**src/rtl/ptp_tc_pkg.sv**
```systemverilog
package ptp_tc_pkg;

    typedef enum logic [1:0] {
        ST_IDLE,
        ST_LOAD_TIME,
        ST_STEP_TIME,
        ST_LOAD_ADDEND
    } cmd_state_t;

    // register addresses
    localparam logic [2:0] A_CTRL   = 3'd0;
    localparam logic [2:0] A_STEP   = 3'd1;
    localparam logic [2:0] A_SEC    = 3'd2;
    localparam logic [2:0] A_SUB    = 3'd3;
    localparam logic [2:0] A_ADDEND = 3'd4;

    // control bit positions
    localparam int C_FINE   = 0;
    localparam int C_DEC    = 1;
    localparam int C_INIT   = 2;
    localparam int C_UPD    = 3;
    localparam int C_ADDEND = 4;

    // pending vector positions
    localparam int P_INIT   = 0;
    localparam int P_UPD    = 1;
    localparam int P_ADDEND = 2;
    localparam int N_CMD    = 3;

endpackage

```
**src/rtl/ptp_tc_regs.sv**
```systemverilog
module ptp_tc_regs
    import ptp_tc_pkg::*;
#(
    parameter int DATA_W  = 32,
    parameter int ADDR_W  = 3,
    parameter int SEC_W   = 32,
    parameter int SUB_W   = 31,
    parameter int ACC_W   = 32,
    parameter int INC_W   = 8,
    parameter int INC_LSB = 16
) (
    input  logic              clk,
    input  logic              rst_n,
    input  logic              wr_en,
    input  logic [ADDR_W-1:0] wr_addr,
    input  logic [DATA_W-1:0] wr_data,
    input  logic [N_CMD-1:0]  clr,
    output logic              fine_mode,
    output logic              dec_mode,
    output logic [N_CMD-1:0]  pend,
    output logic [INC_W-1:0]  inc,
    output logic [SEC_W-1:0]  upd_sec,
    output logic [SUB_W-1:0]  upd_sub,
    output logic              upd_neg,
    output logic [ACC_W-1:0]  addend_stage
);

    logic              wr_ctrl;
    logic [N_CMD-1:0]  set_cmd;

    assign wr_ctrl = wr_en && (wr_addr == A_CTRL);
    assign set_cmd = wr_ctrl ? wr_data[C_ADDEND:C_INIT] : '0;

    always_ff @(posedge clk or negedge rst_n) begin
        if (!rst_n) begin
            fine_mode    <= 1'b0;
            dec_mode     <= 1'b0;
            pend         <= '0;
            inc          <= '0;
            upd_sec      <= '0;
            upd_sub      <= '0;
            upd_neg      <= 1'b0;
            addend_stage <= '0;
        end else begin
            pend <= (pend & ~clr) | set_cmd;
            if (wr_ctrl) begin
                fine_mode <= wr_data[C_FINE];
                dec_mode  <= wr_data[C_DEC];
            end
            if (wr_en && wr_addr == A_STEP)
                inc <= wr_data[INC_LSB +: INC_W];
            if (wr_en && wr_addr == A_SEC)
                upd_sec <= wr_data[SEC_W-1:0];
            if (wr_en && wr_addr == A_SUB) begin
                upd_sub <= wr_data[SUB_W-1:0];
                upd_neg <= wr_data[DATA_W-1];
            end
            if (wr_en && wr_addr == A_ADDEND)
                addend_stage <= wr_data[ACC_W-1:0];
        end
    end

    // a pending bit only drops when the command engine retires it
    for (genvar g = 0; g < N_CMD; g++) begin : g_pend_chk
        assert_pend_retire_R6: assert property (@(posedge clk) disable iff (!rst_n)
            $fell(pend[g]) |-> $past(clr[g]));
    end

endmodule

```
**src/rtl/ptp_tc_ctrl.sv**
```systemverilog
module ptp_tc_ctrl
    import ptp_tc_pkg::*;
(
    input  logic             clk,
    input  logic             rst_n,
    input  logic [N_CMD-1:0] pend,
    output logic             do_load,
    output logic             do_step,
    output logic             do_addend,
    output logic [N_CMD-1:0] clr
);

    cmd_state_t state, state_nx;

    always_ff @(posedge clk or negedge rst_n) begin
        if (!rst_n) state <= ST_IDLE;
        else        state <= state_nx;
    end

    always_comb begin
        state_nx = ST_IDLE;
        unique case (state)
            ST_IDLE: begin
                if (pend[P_INIT])        state_nx = ST_LOAD_TIME;
                else if (pend[P_UPD])    state_nx = ST_STEP_TIME;
                else if (pend[P_ADDEND]) state_nx = ST_LOAD_ADDEND;
                else                     state_nx = ST_IDLE;
            end
            ST_LOAD_TIME:   state_nx = ST_IDLE;
            ST_STEP_TIME:   state_nx = ST_IDLE;
            ST_LOAD_ADDEND: state_nx = ST_IDLE;
            default:        state_nx = ST_IDLE;
        endcase
    end

    always_comb begin
        do_load   = 1'b0;
        do_step   = 1'b0;
        do_addend = 1'b0;
        unique case (state)
            ST_IDLE:        ;
            ST_LOAD_TIME:   do_load   = 1'b1;
            ST_STEP_TIME:   do_step   = 1'b1;
            ST_LOAD_ADDEND: do_addend = 1'b1;
            default:        ;
        endcase
        clr = '0;
        clr[P_INIT]   = do_load;
        clr[P_UPD]    = do_step;
        clr[P_ADDEND] = do_addend;
    end

    assert_one_cmd_R10: assert property (@(posedge clk) disable iff (!rst_n)
        $onehot0({do_load, do_step, do_addend}));

    assert_cmd_returns_R6: assert property (@(posedge clk) disable iff (!rst_n)
        (state != ST_IDLE) |=> (state == ST_IDLE));

    assert_init_first_R10: assert property (@(posedge clk) disable iff (!rst_n)
        (state == ST_IDLE && pend[P_INIT]) |=> do_load);

endmodule

```
**src/rtl/ptp_tc_accum.sv**
```systemverilog
module ptp_tc_accum #(
    parameter int ACC_W = 32
) (
    input  logic             clk,
    input  logic             rst_n,
    input  logic             fine_mode,
    input  logic             take_addend,
    input  logic [ACC_W-1:0] addend_stage,
    output logic [ACC_W-1:0] addend_active,
    output logic             tick
);

    localparam logic [ACC_W-1:0] HALF = ACC_W'(1) << (ACC_W - 1);

    logic [ACC_W-1:0] acc;
    logic [ACC_W:0]   acc_sum;
    logic             carry;

    assign acc_sum = {1'b0, acc} + {1'b0, addend_active};
    assign carry   = acc_sum[ACC_W];
    assign tick    = fine_mode ? carry : 1'b1;

    always_ff @(posedge clk or negedge rst_n) begin
        if (!rst_n) begin
            acc           <= '0;
            addend_active <= '0;
        end else begin
            if (fine_mode)
                acc <= acc_sum[ACC_W-1:0];
            if (take_addend)
                addend_active <= addend_stage;
        end
    end

    // half-scale addend must carry on alternate clocks
    assert_half_alternates_R3: assert property (@(posedge clk) disable iff (!rst_n)
        (fine_mode && $past(fine_mode) && addend_active == HALF &&
         $past(addend_active) == HALF) |-> (carry != $past(carry)));

    assert_zero_addend_R3: assert property (@(posedge clk) disable iff (!rst_n)
        (fine_mode && addend_active == '0) |-> !tick);

endmodule

```
**src/rtl/ptp_tc_time.sv**
```systemverilog
module ptp_tc_time #(
    parameter int SEC_W    = 32,
    parameter int SUB_W    = 31,
    parameter int INC_W    = 8,
    parameter int DEC_ROLL = 1000000000
) (
    input  logic             clk,
    input  logic             rst_n,
    input  logic             dec_mode,
    input  logic             tick,
    input  logic [INC_W-1:0] inc,
    input  logic             do_load,
    input  logic             do_step,
    input  logic [SEC_W-1:0] upd_sec,
    input  logic [SUB_W-1:0] upd_sub,
    input  logic             upd_neg,
    output logic [SEC_W-1:0] sec_q,
    output logic [SUB_W-1:0] sub_q
);

    localparam int RW = SUB_W + 1;
    localparam logic [RW-1:0] ROLL_DEC = RW'(DEC_ROLL);
    localparam logic [RW-1:0] ROLL_BIN = RW'(1) << SUB_W;

    logic [RW-1:0]    roll;
    logic [RW-1:0]    tick_sum, tick_res;
    logic             tick_wrap;
    logic [RW-1:0]    adj_sum, adj_res;
    logic             adj_wrap;
    logic [SEC_W-1:0] adj_carry;
    logic [SEC_W-1:0] sec_nx;
    logic [SUB_W-1:0] sub_nx;

    assign roll = dec_mode ? ROLL_DEC : ROLL_BIN;

    always_comb begin
        tick_sum  = {1'b0, sub_q} + RW'(inc);
        tick_wrap = (tick_sum >= roll);
        tick_res  = tick_wrap ? (tick_sum - roll) : tick_sum;

        adj_sum   = {1'b0, sub_q} + {1'b0, upd_sub};
        adj_wrap  = (adj_sum >= roll);
        adj_res   = adj_wrap ? (adj_sum - roll) : adj_sum;
        // add: wrap carries one second in; subtract: no wrap borrows one
        if (upd_neg) adj_carry = adj_wrap ? '0 : '1;
        else         adj_carry = adj_wrap ? SEC_W'(1) : '0;

        sec_nx = sec_q;
        sub_nx = sub_q;
        if (do_load) begin
            sec_nx = upd_sec;
            sub_nx = upd_sub;
        end else if (do_step) begin
            sec_nx = sec_q + upd_sec + adj_carry;
            sub_nx = adj_res[SUB_W-1:0];
        end else if (tick) begin
            sec_nx = sec_q + SEC_W'(tick_wrap);
            sub_nx = tick_res[SUB_W-1:0];
        end
    end

    always_ff @(posedge clk or negedge rst_n) begin
        if (!rst_n) begin
            sec_q <= '0;
            sub_q <= '0;
        end else begin
            sec_q <= sec_nx;
            sub_q <= sub_nx;
        end
    end

    assert_sec_with_wrap_R11: assert property (@(posedge clk) disable iff (!rst_n)
        (!do_load && !do_step) |=> ((sec_q != $past(sec_q)) == (sub_q < $past(sub_q))));

    assert_sec_single_step_R4: assert property (@(posedge clk) disable iff (!rst_n)
        (!do_load && !do_step) |=> (sec_q == $past(sec_q) || sec_q == $past(sec_q) + 1'b1));

    assert_idle_hold_R2: assert property (@(posedge clk) disable iff (!rst_n)
        (!do_load && !do_step && !tick) |=> ($stable(sec_q) && $stable(sub_q)));

endmodule

```
**src/rtl/ptp_time_counter.sv**
```systemverilog
module ptp_time_counter
    import ptp_tc_pkg::*;
#(
    parameter int DATA_W   = 32,
    parameter int ADDR_W   = 3,
    parameter int SEC_W    = 32,
    parameter int SUB_W    = 31,
    parameter int ACC_W    = 32,
    parameter int INC_W    = 8,
    parameter int INC_LSB  = 16,
    parameter int DEC_ROLL = 1000000000
) (
    input  logic              clk,
    input  logic              rst_n,
    input  logic              wr_en,
    input  logic [ADDR_W-1:0] wr_addr,
    input  logic [DATA_W-1:0] wr_data,
    output logic [SEC_W-1:0]  time_sec,
    output logic [SUB_W-1:0]  time_sub,
    output logic [N_CMD-1:0]  cmd_pending,
    output logic [ACC_W-1:0]  addend_active
);

    logic             fine_mode, dec_mode, upd_neg, tick;
    logic             do_load, do_step, do_addend;
    logic [N_CMD-1:0] pend, clr;
    logic [INC_W-1:0] inc;
    logic [SEC_W-1:0] upd_sec;
    logic [SUB_W-1:0] upd_sub;
    logic [ACC_W-1:0] addend_stage;

    ptp_tc_regs #(
        .DATA_W(DATA_W), .ADDR_W(ADDR_W), .SEC_W(SEC_W), .SUB_W(SUB_W),
        .ACC_W(ACC_W), .INC_W(INC_W), .INC_LSB(INC_LSB)
    ) u_regs (
        .clk(clk), .rst_n(rst_n), .wr_en(wr_en), .wr_addr(wr_addr),
        .wr_data(wr_data), .clr(clr), .fine_mode(fine_mode),
        .dec_mode(dec_mode), .pend(pend), .inc(inc), .upd_sec(upd_sec),
        .upd_sub(upd_sub), .upd_neg(upd_neg), .addend_stage(addend_stage)
    );

    ptp_tc_ctrl u_ctrl (
        .clk(clk), .rst_n(rst_n), .pend(pend), .do_load(do_load),
        .do_step(do_step), .do_addend(do_addend), .clr(clr)
    );

    ptp_tc_accum #(.ACC_W(ACC_W)) u_accum (
        .clk(clk), .rst_n(rst_n), .fine_mode(fine_mode),
        .take_addend(do_addend), .addend_stage(addend_stage),
        .addend_active(addend_active), .tick(tick)
    );

    ptp_tc_time #(
        .SEC_W(SEC_W), .SUB_W(SUB_W), .INC_W(INC_W), .DEC_ROLL(DEC_ROLL)
    ) u_time (
        .clk(clk), .rst_n(rst_n), .dec_mode(dec_mode), .tick(tick), .inc(inc),
        .do_load(do_load), .do_step(do_step), .upd_sec(upd_sec),
        .upd_sub(upd_sub), .upd_neg(upd_neg), .sec_q(time_sec), .sub_q(time_sub)
    );

    assign cmd_pending = pend;

endmodule

```
**config.mk**
```make
export PLATFORM = sky130hd
export DESIGN_NAME = ptp_time_counter
export DESIGN_NICKNAME = d
export VERILOG_FILES = /design/src/rtl/ptp_tc_pkg.sv /design/src/rtl/ptp_tc_regs.sv /design/src/rtl/ptp_tc_ctrl.sv /design/src/rtl/ptp_tc_accum.sv /design/src/rtl/ptp_tc_time.sv /design/src/rtl/ptp_time_counter.sv
export SDC_FILE = /design/constraint.sdc
export NUM_CORES = 1
export LEC_CHECK = 0
export ABC_AREA = 1
export BUFFER_PORTS_ARGS = -buffer_cell sky130_fd_sc_hd__buf_2
export CAP_MARGIN = 0
export CELL_PAD_IN_SITES_DETAIL_PLACEMENT = 1
export CELL_PAD_IN_SITES_GLOBAL_PLACEMENT = 2
export CORE_UTILIZATION = 35
export CTS_CLUSTER_SIZE = 28
export DETAILED_ROUTE_END_ITERATION = 6
export PLACE_DENSITY_LB_ADDON = 0.12
export SYNTH_ARGS = -nofsm -noshare
export SYNTH_HDL_FRONTEND = slang
export SYNTH_HIERARCHICAL = 1
export SYNTH_SLANG_ARGS = --single-unit
```
**constraint.sdc**
```tcl
create_clock -name clk -period 8.9 [get_ports clk]
set_input_delay 0.445 -clock clk [delete_from_list [all_inputs] [get_ports clk]]
set_output_delay 0.445 -clock clk [all_outputs]
set_load 0.02 [all_outputs]
```
==> results_dict.tcl <==
set metrics [dict create \
    status "completed" \
    drive_gt1_share_pct 9.650 \
    die_h_um 250.9 \
    dieArea_um2 62940 \
    drt-initial-drc-count 1195 \
    ys_top_cells_by_area "dfrtp_1 27%, nand2_1 21%, ha_1 7.7%" \
    h-tree-depth 2 \
    min_path_cells 3 \
    grt_max_degree 152 \
    p_seq_share_pct 17.3 \
    ys_seq_area_share_pct 27.47 \
    nFillCells 8029 \
    syn_nets 3535 \
    overflow 0 \
    critPathMaxFanout 31 \
    grt_usage_pct 28.30 \
    synth_warnings 6 \
    rr_endpoint "u_time/sec_q[24]$_DFFE_PN0P_" \
    hold_start "wr_data[15]" \
    ir_drop_mv 0.2196 \
    synth_top_area_share_pct 27.47 \
    hpwl_um 70170 \
    fin_skew_ns 0.01835 \
    path_clk_slew_ns 0.06 \
    maxSlewViolCount 0 \
    worstSetupEndpointType "flop" \
    min_to "u_regs/upd_sub[15]$_DFFE_PN0P_" \
    finalSetupViolCount 0 \
    r2r-start "u_time/sub_q[0]$_DFFE_PN0P_" \
    use_met2_pct 46.84 \
    slew-limit-headroom_pct 22.70 \
    vias 22430 \
    num_io_pins 136 \
    cts_buffers 34 \
    antenna_found_initial 2 \
    port-buffer-count 135 \
    internal_power_uw 5013 \
    multi_input_area_um2 13670 \
    insertion_delay_ns 0.56 \
    crit_path_start "u_time/sub_q[0]$_DFFE_PN0P_" \
    ant_nets 0 \
    dr.pass1.iters 5 \
    drc 0 \
    worstPathArrival_ns 8.53 \
    die_w_um 250.9 \
    final_area_um2 24270 \
    synth_cell_type_count 55 \
    totalWireLength_um 88850 \
    ys_ff_latch 238 \
    final.min_clock_period_ns 8.062 \
    top_usage_layer "met2" \
    crit_top_cell "nand2_1" \
    syn_area_um2 21680 \
    grt_pass1_wl_um 137300 \
    switching_share_pct 57.20 \
    final_common_cell "nand2_1" \
    setup_tns_ns 0 \
    cts_root_buffer "clkbuf_16" \
    start_kind "flop" \
    critPathSlowestCell "fa_1" \
    synth_top_area_cell "dfrtp_1" \
    start_util_pct 35.65 \
    reg2reg_slack_ns 0.84 \
    p_switching_uw 6701 \
    avgSynthCellArea_um2 6.514 \
    path_class "flop to flop" \
    instances_no_fill 4243 \
    pwr_density_cell_nw_per_um2 482.7 \
    cpPeakStageDelay_ns 0.49 \
    clockPowerShare_pct 12.1 \
    final_cell_mix "1188 x nand2_1, 420 x inv_1, 309 x nand3_1" \
    clockBufferDepth 3 \
    fin_nets 3642 \
    cts_setup_buffers 0 \
    cts_sinks 238 \
    ff_latch_area_um2 5956 \
    drt-wirelength-per-cell_um 20.94 \
    core_um2 60810 \
    use_met1_pct 36.71 \
    core.rowCount 90 \
    holdBufCountCts 1 \
    grt_pass1_vias 23090 \
    worst_pin_slew_ns 1.157 \
    timing.fmax_mhz 124.0 \
    placed_cell_area_um2 23100 \
    fin_crit_sh_pct 90.59 \
    rsz0062_at_grt "no" \
    cts_tree "yes" \
    vias_per_cell 5.286 \
    required_ns 9.37 \
    met3_usage_pct 4.949 \
    antenna_cells 0 \
    place_inst 4180 \
    syn_to_final_growth_pct 11.94 \
    gp_congestion 0.9051 \
    syn_inst 3328 \
    holdCritPathClass "primary input to flop" \
    cap_viol_max_count 0 \
    hold_viol 0 \
    cts_resized 0 \
    worstRegToRegCells 45 \
    p_comb_share_pct 70.6 \
    power_leakage_uw 0.01309 \
]
[metrics by stage]
step | hold WS, ns | setup WS, ns | power [uW] | util, %
floorplan | 0.1494 | 2.044 | 7682 | -
global placement | 0.4504 | 1.111 | 10070 | 38.00
detailed placement | 0.4604 | 0.9878 | 10270 | 38.00
CTS | 0.1324 | 0.9736 | 11770 | 39.91
global route | 0.1622 | 0.1018 | 12850 | 39.91
finish | 0.1599 | 0.8377 | 11710 | 39.91
[critical path, delay by kind of cell (launching register included)]
family                   cells  cell delay [ns]
AO/OA/AOI/OAI                7             1.52
XOR/XNOR                     1             0.26
adder cells (fa/ha/maj)      6             2.32
buffers and inverters        5             0.76
flip-flops                   1             0.40
AND/OR/NAND/NOR             26             2.64
[synth_stat cells, drive strengths merged]
master,instances
or2,8
and2,1
o21ai,136
clkbuf,28
o41ai,1
inv,437
nor4,8
nor3,29
o221ai,3
a221oi,2
and3,2
mux2,32
o31ai,3
o21bai,11
clkinv,1
a31o,1
o22ai,6
nand4,39
nand2,1217
nor3b,2
ha,134
buf,58
a21oi,165
a21boi,3
nor2,246
dfrtp,238
o211ai,33
a21o,3
o311ai,3
fa,35
a311oi,1
a31oi,7
o21a,5
nand3b,18
a211oi,3
xor2,50
nand3,319
xnor2,40
[layer usage]
metal | wire [um] | up-vias
met5 | 34 | -
met3 | 4681 | 142
li1 | - | 10890
met2 | 40860 | 475
met1 | 39850 | 10920
met4 | 3421 | 4
[worst max-delay path by stage]
| stage | endpoint | depth (start not counted) |
|---|---|---|
| after floorplan | u_time/sec_q[27]$_DFFE_PN0P_ | 51 |
| after global placement | u_time/sec_q[27]$_DFFE_PN0P_ | 50 |
| after detailed placement | u_time/sec_q[22]$_DFFE_PN0P_ | 45 |
| after CTS | u_time/sec_q[22]$_DFFE_PN0P_ | 45 |
| after global routing | u_time/sec_q[24]$_DFFE_PN0P_ | 45 |
| final | u_time/sec_q[24]$_DFFE_PN0P_ | 45 |
[power groups by stage]
stage          Sequential, uW  Combinational (uW)  Clock [uW]
2_1_floorplan            2100                5580           0
3_3_place_gp             2020                8050           0
3_5_place_dp             2050                8220           0
4_1_cts                  2030                8280        1460
5_1_grt                  2090                9270        1490
6_report                 2020                8270        1420
[layout make-up]
class	instances	share of cell area (%)
multi-input combinational	2566	56.33
sequential	238	24.54
tap	782	4.032
inverter	438	6.775
timing repair buffer	157	3.568
clock buffer	47	4.042
clock inverter	15	0.7115
[registers in the layout (all words and copies together), names as in the netlist, 2 cells and up]
signal,cells
u_accum/acc,32
u_accum/addend_active,32
u_regs/addend_stage,32
u_regs/upd_sec,32
u_time/sec_q,32
u_regs/upd_sub,31
u_time/sub_q,31
u_regs/inc,8
u_regs/pend,3
u_ctrl/state,2
[cells by family after synthesis]
kind of cell	share of synthesized area, %
buffers and inverters	9.621
AOI/OAI and AO/OA	10.02
xor gates and xnor gates	3.636
DFF	27.47
muxes	1.662
and+or+nand+nor	36.62
adders and majority gates	10.97
No activity file was read; power rests on OpenSTA's default activity.
